<file path="config.mk">
export PLATFORM = sky130hd
export DESIGN_NAME = rr_unit_picker
export DESIGN_NICKNAME = d
export VERILOG_FILES = /design/src/rtl/rr_pkg.sv /design/src/rtl/rr_pick.sv /design/src/rtl/rr_res_reg.sv /design/src/rtl/rr_unit_picker.sv
export SDC_FILE = /design/constraint.sdc
export NUM_CORES = 1
export LEC_CHECK = 0
export ABC_AREA = 1
export BUFFER_PORTS_ARGS = -buffer_cell sky130_fd_sc_hd__buf_2
export CAP_MARGIN = 15
export CELL_PAD_IN_SITES_DETAIL_PLACEMENT = 0
export CELL_PAD_IN_SITES_GLOBAL_PLACEMENT = 1
export CORE_MARGIN = 8
export CORE_UTILIZATION = 48
export CTS_BUF_LIST = sky130_fd_sc_hd__clkbuf_4 sky130_fd_sc_hd__clkbuf_8
export CTS_CLUSTER_SIZE = 10
export DETAILED_ROUTE_END_ITERATION = 12
export PLACE_DENSITY = 0.9
export SETUP_SLACK_MARGIN = 0.15
export SLEW_MARGIN = 20
export SYNTH_ARGS = -nofsm -noshare
export SYNTH_HDL_FRONTEND = slang
export SYNTH_HIERARCHICAL = 1
export SYNTH_SLANG_ARGS = --single-unit
</file>
<file path="constraint.sdc">
create_clock -name clk -period 10.4 [get_ports clk]
set_clock_uncertainty 0.1 [all_clocks]
set_input_delay 0 -clock clk [delete_from_list [all_inputs] [get_ports clk]]
set_output_delay 0 -clock clk [all_outputs]
set_load 0.005 [all_outputs]
</file>
<file path="src/rtl/rr_pkg.sv">
package rr_pkg;

  // One-hot mask of the highest set bit (zero in, zero out).
  function automatic logic [31:0] msb_of(input logic [31:0] v);
    logic [31:0] r;
    r = '0;
    for (int i = 0; i < 32; i++) begin
      if (v[i]) r = 32'd1 << i;
    end
    return r;
  endfunction

endpackage

</file>
<file path="src/rtl/rr_pick.sv">
module rr_pick #(
  parameter int W = 4
) (
  input  logic [W-1:0] seq,
  input  logic [W-1:0] avail,
  input  logic [W-1:0] size_m,
  output logic [W-1:0] cand,
  output logic [W-1:0] seq_skip
);
  import rr_pkg::*;

  logic [W-1:0]  n;
  logic [W-1:0]  c;
  logic [31:0]   c32;
  logic          found;

  always_comb begin
    n     = (seq == '0) ? size_m : seq;
    c     = '0;
    c32   = '0;
    found = 1'b0;
    for (int i = 0; i <= W; i++) begin
      if (!found) begin
        c32 = msb_of(32'(n));
        c   = c32[W-1:0];
        if ((c & avail) != '0) begin
          found = 1'b1;
        end else begin
          n = n & ~c;
          if (n == '0) n = size_m;
        end
      end
    end
    cand     = found ? c : '0;
    seq_skip = n;
  end

endmodule

</file>
<file path="src/rtl/rr_res_reg.sv">
module rr_res_reg #(
  parameter int           W      = 4,
  parameter logic [W-1:0] INIT_M = '1
) (
  input  logic         clk,
  input  logic         rst_n,
  input  logic         en,
  input  logic [W-1:0] avail_d,
  input  logic [W-1:0] seq_d,
  input  logic [W-1:0] def_d,
  output logic [W-1:0] avail_q,
  output logic [W-1:0] seq_q,
  output logic [W-1:0] def_q
);

  always_ff @(posedge clk or negedge rst_n) begin
    if (!rst_n) begin
      avail_q <= INIT_M;
      seq_q   <= INIT_M;
      def_q   <= '0;
    end else if (en) begin
      avail_q <= avail_d;
      seq_q   <= seq_d;
      def_q   <= def_d;
    end
  end

endmodule

</file>
<file path="src/rtl/rr_unit_picker.sv">
module rr_unit_picker #(
  parameter int NUM_RES = 3,
  parameter int UNITS   = 4,
  parameter int RW      = $clog2(NUM_RES + 1)
) (
  input  logic                 clk,
  input  logic                 rst_n,
  input  logic                 sel_valid,
  input  logic [RW-1:0]        sel_res,
  output logic                 sel_ready,
  output logic [RW-1:0]        sel_grant_res,
  output logic [UNITS-1:0]     sel_grant_unit,
  input  logic                 use_valid,
  input  logic [RW-1:0]        use_res,
  input  logic [UNITS-1:0]     use_unit,
  input  logic                 rel_valid,
  input  logic [RW-1:0]        rel_res,
  input  logic [UNITS-1:0]     rel_unit,
  output logic [NUM_RES:0]     res_ready
);
  import rr_pkg::*;

  localparam int           NR        = NUM_RES + 1;
  localparam int           GID       = NUM_RES;
  localparam int           W         = (UNITS > NUM_RES) ? UNITS : NUM_RES;
  localparam logic [W-1:0] LEAF_SIZE = W'((64'd1 << UNITS) - 64'd1);
  localparam logic [W-1:0] GRP_SIZE  = W'((64'd1 << NUM_RES) - 64'd1);

  logic [W-1:0] size_m  [NR];
  logic [W-1:0] avail_q [NR];
  logic [W-1:0] seq_q   [NR];
  logic [W-1:0] def_q   [NR];
  logic [W-1:0] avail_d [NR];
  logic [W-1:0] seq_d   [NR];
  logic [W-1:0] def_d   [NR];
  logic [W-1:0] cand    [NR];
  logic [W-1:0] skip    [NR];
  logic         upd_en;

  // Per-resource state and unit pick
  for (genvar r = 0; r < NR; r++) begin : g_res
    localparam logic [W-1:0] SZ = (r == GID) ? GRP_SIZE : LEAF_SIZE;
    assign size_m[r] = SZ;

    rr_res_reg #(.W(W), .INIT_M(SZ)) u_reg (
      .clk     (clk),
      .rst_n   (rst_n),
      .en      (upd_en),
      .avail_d (avail_d[r]),
      .seq_d   (seq_d[r]),
      .def_d   (def_d[r]),
      .avail_q (avail_q[r]),
      .seq_q   (seq_q[r]),
      .def_q   (def_q[r])
    );

    rr_pick #(.W(W)) u_pick (
      .seq      (seq_q[r]),
      .avail    (avail_q[r]),
      .size_m   (size_m[r]),
      .cand     (cand[r]),
      .seq_skip (skip[r])
    );

    assign res_ready[r] = |avail_q[r];
  end

  // Select path
  logic          tgt_grp;
  logic          sel_in_rng;
  logic [RW-1:0] gidx;
  logic [W-1:0]  gunit_w;
  logic          accept;

  always_comb begin
    gidx = '0;
    for (int i = 0; i < NUM_RES; i++) begin
      if (cand[GID][i]) gidx = RW'(i);
    end
  end

  assign sel_in_rng     = (32'(sel_res) <= GID);
  assign tgt_grp        = (32'(sel_res) == GID);
  assign sel_ready      = sel_in_rng && !use_valid && !rel_valid && res_ready[sel_res];
  assign sel_grant_res  = tgt_grp ? gidx : sel_res;
  assign gunit_w        = cand[sel_grant_res];
  assign sel_grant_unit = gunit_w[UNITS-1:0];
  assign accept         = sel_valid && sel_ready;

  // Use / release events
  logic          u_en;
  logic [RW-1:0] u_res;
  logic [W-1:0]  u_unit;

  assign u_en   = accept || (use_valid && !rel_valid);
  assign u_res  = accept ? sel_grant_res : use_res;
  assign u_unit = accept ? gunit_w : W'(use_unit);
  assign upd_en = u_en || rel_valid;

  // Next-state logic
  always_comb begin
    logic [W-1:0] nv;
    logic [W-1:0] bitm;
    logic [W-1:0] base;
    logic [31:0]  top32;
    for (int r = 0; r < NR; r++) begin
      avail_d[r] = avail_q[r];
      seq_d[r]   = seq_q[r];
      def_d[r]   = def_q[r];
    end
    nv    = '0;
    bitm  = '0;
    base  = '0;
    top32 = '0;

    if (accept) begin
      nv = skip[sel_grant_res] & ~gunit_w;
      seq_d[sel_grant_res] = (nv == '0) ? size_m[sel_grant_res] : nv;
      if (tgt_grp) begin
        nv = skip[GID] & ~cand[GID];
        seq_d[GID] = (nv == '0) ? GRP_SIZE : nv;
      end
    end

    if (u_en && (32'(u_res) < GID)) begin
      nv = avail_q[u_res] & ~u_unit;
      avail_d[u_res] = nv;
      if ((nv == '0) && (avail_q[u_res] != '0)) begin
        bitm = W'(1) << u_res;
        avail_d[GID] = avail_d[GID] & ~bitm;
        base  = seq_d[GID];
        top32 = msb_of(32'(base));
        if (bitm > top32[W-1:0]) def_d[GID] = def_q[GID] | bitm;
        base = base & ~bitm;
        if (base == '0) begin
          seq_d[GID] = GRP_SIZE ^ def_d[GID];
          def_d[GID] = '0;
        end else begin
          seq_d[GID] = base;
        end
      end
    end

    if (rel_valid && (32'(rel_res) < GID)) begin
      avail_d[rel_res] = (avail_q[rel_res] | W'(rel_unit)) & LEAF_SIZE;
      if ((avail_q[rel_res] == '0) && (rel_unit != '0)) begin
        avail_d[GID] = avail_d[GID] | (W'(1) << rel_res);
      end
    end
  end

  // Checker state: last accepted grant
  logic          acc_q;
  logic [RW-1:0] ares_q;
  logic [W-1:0]  aunit_q;

  always_ff @(posedge clk or negedge rst_n) begin
    if (!rst_n) begin
      acc_q   <= 1'b0;
      ares_q  <= '0;
      aunit_q <= '0;
    end else begin
      acc_q   <= accept;
      ares_q  <= sel_grant_res;
      aunit_q <= gunit_w;
    end
  end


  grant_onehot_chk: assert property (@(posedge clk) disable iff (!rst_n)
    accept |-> ($countones(sel_grant_unit) == 1));


  grant_free_chk: assert property (@(posedge clk) disable iff (!rst_n)
    accept |-> ((avail_q[sel_grant_res] & gunit_w) != '0));


  used_cleared_chk: assert property (@(posedge clk) disable iff (!rst_n)
    acc_q |-> ((avail_q[ares_q] & aunit_q) == '0));


  ready_has_unit_chk: assert property (@(posedge clk) disable iff (!rst_n)
    sel_ready |-> (!use_valid && !rel_valid && res_ready[sel_res]));


  for (genvar m = 0; m < NUM_RES; m++) begin : g_mirror
    group_mirror_chk: assert property (@(posedge clk) disable iff (!rst_n)
      avail_q[GID][m] == (|avail_q[m]));
  end

endmodule

</file>
# After elaboration in Yosys (flattened, before gate mapping)
# Cells that the tools add are included.
# classes
magnitude_cmp	10
n_eq_ne	1
n_shift	2
mux	264
bitwise	76
n_reduce_logical	72
# ops
op	count
two-way mux 4 bit	147
AND 4 bit	45
logical NOT 4 bit	29
inverter 4 bit	24
nonzero test 4 bit	22
two-way mux 3 bit	20
two-way mux 1 bit	59
bitwise mux 16 bit	3
two-way mux 2 bit	24
binary-select mux 4 bit (select 2 bit)	5
two-way mux 16 bit	2
demux 4 bit (select 2 bit)	3
OR reduction 4 bit	4
bitwise OR 4 bit	3
logical AND 1 bit	11
>= comparator 3 bit (second input constant)	3
less-than comparator 3 x 1 -> 1 bit (second input constant)	3
inverter 2 -> 3 bit	3
<< shifter 1 x 2 -> 4 bit (first input constant)	2
> comparator 4 bit	1
less-than comparator 2 bit (second input constant)	2
less-than comparator 2 x 3 -> 1 bit (second input constant)	1
inverter 3 bit	1
AND reduction 3 bit	1
5 further kinds	7
# totals
reg_bits	36
input_bits	19

# Longest topological paths before layout
# logic_depth
depth_word	82
depth_mapped	61
mapped_depth_nobuf	61

# Hierarchy
# Netlist, hierarchy kept.
# modules_own_cells
mod	n_inst	cells_per_inst	area_per_inst_um2	seq_area_each_um2
rr_pick	4	220	1268.7	0.0
rr_unit_picker	1	420	2038.2	0.0
rr_res_reg (g_res[0].u_reg ...)	3	51	467.9	310.3
rr_res_reg (g_res[3].u_reg)	1	51	465.4	307.8

# Worst setup path before layout
# No wires, ideal clock.
# synth_timing
path_type	register to register
start	register g_res[3].u_reg.seq_q[1]
end	register g_res[3].u_reg.def_q[0]
arrival_ns	5.645
t_required_ns	10.235
slack_ns	4.590
stages_incl_launch_ff	54
path_buffers	0
synth_period_minus_slack_ns	5.810
path_cell_list	dfstp_2 -> nor2_2 -> nand3_1 -> nand2_2 -> nor2_4 -> nand3_1 -> nor2_2 -> nor2_8 -> nand2_2 -> nand2_4 -> inv_2 -> nand2_1 -> nand2_2 -> nand2_2 -> nor2_8 -> nand2_4 -> nand2_4 -> inv_6 -> (+18 left out) -> nand2_1 -> nand4_1 -> nand2_1 -> mux2i_1 -> o21ai_0 -> nand3_1 -> ha_1 -> inv_1 -> nor2_1 -> o21ai_0 -> a32o_1 -> o21ai_0 -> inv_1 -> nor2_1 -> nand4_1 -> nand2_1 -> nand2_1 -> nand2_1
# synth_lines
item	line	text
start, declared	rr_res_reg.sv:12	output logic [W-1:0] seq_q,
start signal, assigned	rr_res_reg.sv:23	seq_q <= seq_d;
end signal, assigned	rr_res_reg.sv:20	def_q <= '0;
end signal, assigned	rr_res_reg.sv:24	def_q <= def_d;
end, declared	rr_res_reg.sv:13	output logic [W-1:0] def_q

==> results.md <==
- # H-tree levels: 2
- Diode count: 0
- CTS tree: built
- Layout area overhead: 8.83%
- R2R depth: 51
- First-pass GRT wire length: 37.8 mm
- Design Area, Final: 9300 µm²
- Final Wtd Congestion: 0.922
- Setup bufs post-CTS: 0
- CTS resizes: 0
- # nets final: 1593
- Core area: 17700 µm²
- Slew Viols, Final: 0
- I/O pin count: 30
- Final Util: 0.525
- Fin Setup TNS: 0 ps
- Min cycle time layout: 6770 ps
- CTS buffer count: 5
- Rows: 49
- Clk sinks: 36
- Max Cap Viol: 0
- Worst path slowest cell: dfstp_2
- Final Hold Fails: 0
- Die ar.: 22300 µm²
- Ys Warns: 6
- DP Wirelength: 18.2 mm
- Synthesized netlist cell count: 1456
- CTS clk-pin slew, worst paths: 80 ps
- Via/cell ratio: 5.04
- Req. time, crit path: 10540 ps
- Detailed Route Iter0 Violations: 417
- Die Wd: 149 µm
- Setup CP Type: flip-flop to flip-flop
- Most used cell, CP: nand2_1
- FF-to-FF End: g_res[3].u_reg/def_q[2]
- Slew @ Worst Pin: 845 ps
- Setup crit end: g_res[3].u_reg/def_q[2]
- Aggregate global routing overflow: 0
- RSZ-0062 raised after global routing: false
- Final WL: 22.6 mm
- WL/cell: 12.5 µm
- HP Class: input port to flip-flop
- Vias in the first global route: 8154
- Fmax: 148 MHz
- Crit. End Element: flip-flop
- All-Layer GR Usage: 0.199
- Antenna violations before repair: 0
- Largest net degree at the start of global routing: 37
- FF-to-FF Start: g_res[3].u_reg/seq_q[1]
- Total number of vias: 9074
- Drt drc: 0
- Average cell area after synthesis: 5.87 µm²
- Slew Limit Headroom: 0.436
- Netlist Area Pre-Place: 8550 µm²
- Tcrit/Tclk final: 0.651
- Status: completed
- Clock Tree Root: clkbuf_8
- Worst-Skew Late Latency: 290 ps
- Final ANT Viol Nets: 0
- Share of cells above drive strength 1: 0.246
- Initial core utilization: 0.482
- CP Launch Point: g_res[3].u_reg/seq_q[1]
- Crit path largest cell delay: 600 ps
- Crit path max fanout: 15
- Critical Path Start Type: flip-flop
- # setup viols final: 0
- Router iterations before antenna repair: 5
- Setup slack, reg-to-reg: 3630 ps
- Worst hold slack: 42.5 ps
- Placed cell areas: 9190 µm²
- Hold-fix buffers, CTS: 1
- Number of port buffers: 29
- Die Height: 149 µm
- Crit path DAT: 6900 ps
- Max Root-Sink Buffers: 2
through the flow:
stage	instances	worst slack (ps)
finish	1799	3630
global route	1799	3000
CTS	1799	3680
detailed placement	1790	3730
global placement	1790	3850
floorplan	1546	4590
routing by layer:
layer | wire length (µm) | track usage | vias up
met1 | 10800 | 0.271 | 4048
met4 | 248 | 0.0358 | 0
met2 | 10700 | 0.341 | 164
met5 | 0 | 0 | -
li1 | - | - | 4843
met3 | 868 | 0.0142 | 19
layout by cell type, fill, tap and decap left out, drive strengths merged:
cell and n:
nand2 645, nand3 183, inv 180, nor2 176, conb 92, nand4 73, o21ai 62, dfstp 30
buf 30, a21oi 28, a22oi 9, a31oi 8, clkinv 8, clkbuf 8, dfrtp 6, nor3 5
ha 5, a21boi 4, o22ai 4, mux2i 3, a32oi 2, mux2 2, a221oi 1, and3 1
o211ai 1, or3 1, a32o 1, and2 1, dlygate4sd3 1
worst min path at each step:
stage / start / end / slack, ps / cells after the start
global route: rel_unit[2] / g_res[0].u_reg/avail_q[2] / 70 / 5
CTS: rel_unit[2] / g_res[0].u_reg/avail_q[2] / 30 / 5
global placement: rst_n / g_res[3].u_reg/def_q[0] / 50 / 1
finish: rel_unit[2] / g_res[0].u_reg/avail_q[2] / 40 / 5
floorplan: rst_n / g_res[3].u_reg/avail_q[3] / -400 / 0
detailed placement: rst_n / g_res[3].u_reg/def_q[1] / 50 / 1
flip-flops by register name, summed over array words and instances, names as in the netlist:
name	cells
g_res.u_reg/avail_q	16
g_res.u_reg/def_q	4
g_res.u_reg/seq_q	16
worst max-delay path: cells and delay by family, from the launching register on:
| family | cells | cell delay [ps] |
|---|---|---|
| and+or+nand+nor | 37 | 3910 |
| buffers and inverters | 10 | 770 |
| DFF | 1 | 600 |
| adders and majority gates | 1 | 250 |
| AOI/OAI and AO/OA | 3 | 1080 |
cell type report:
cell class | instances | area, µm²
Timing Repair Buffer | 31 | 163
Clock buffer | 8 | 97.6
Sequential cell | 36 | 938
Tap cell | 229 | 287
Inverter | 188 | 736
Fill cell | 1873 | 8420
Multi-Input combinational cell | 1307 | 7080
Power is not shown: default switching activity piles up to over one toggle a cycle in this logic, so the estimate is an artifact.
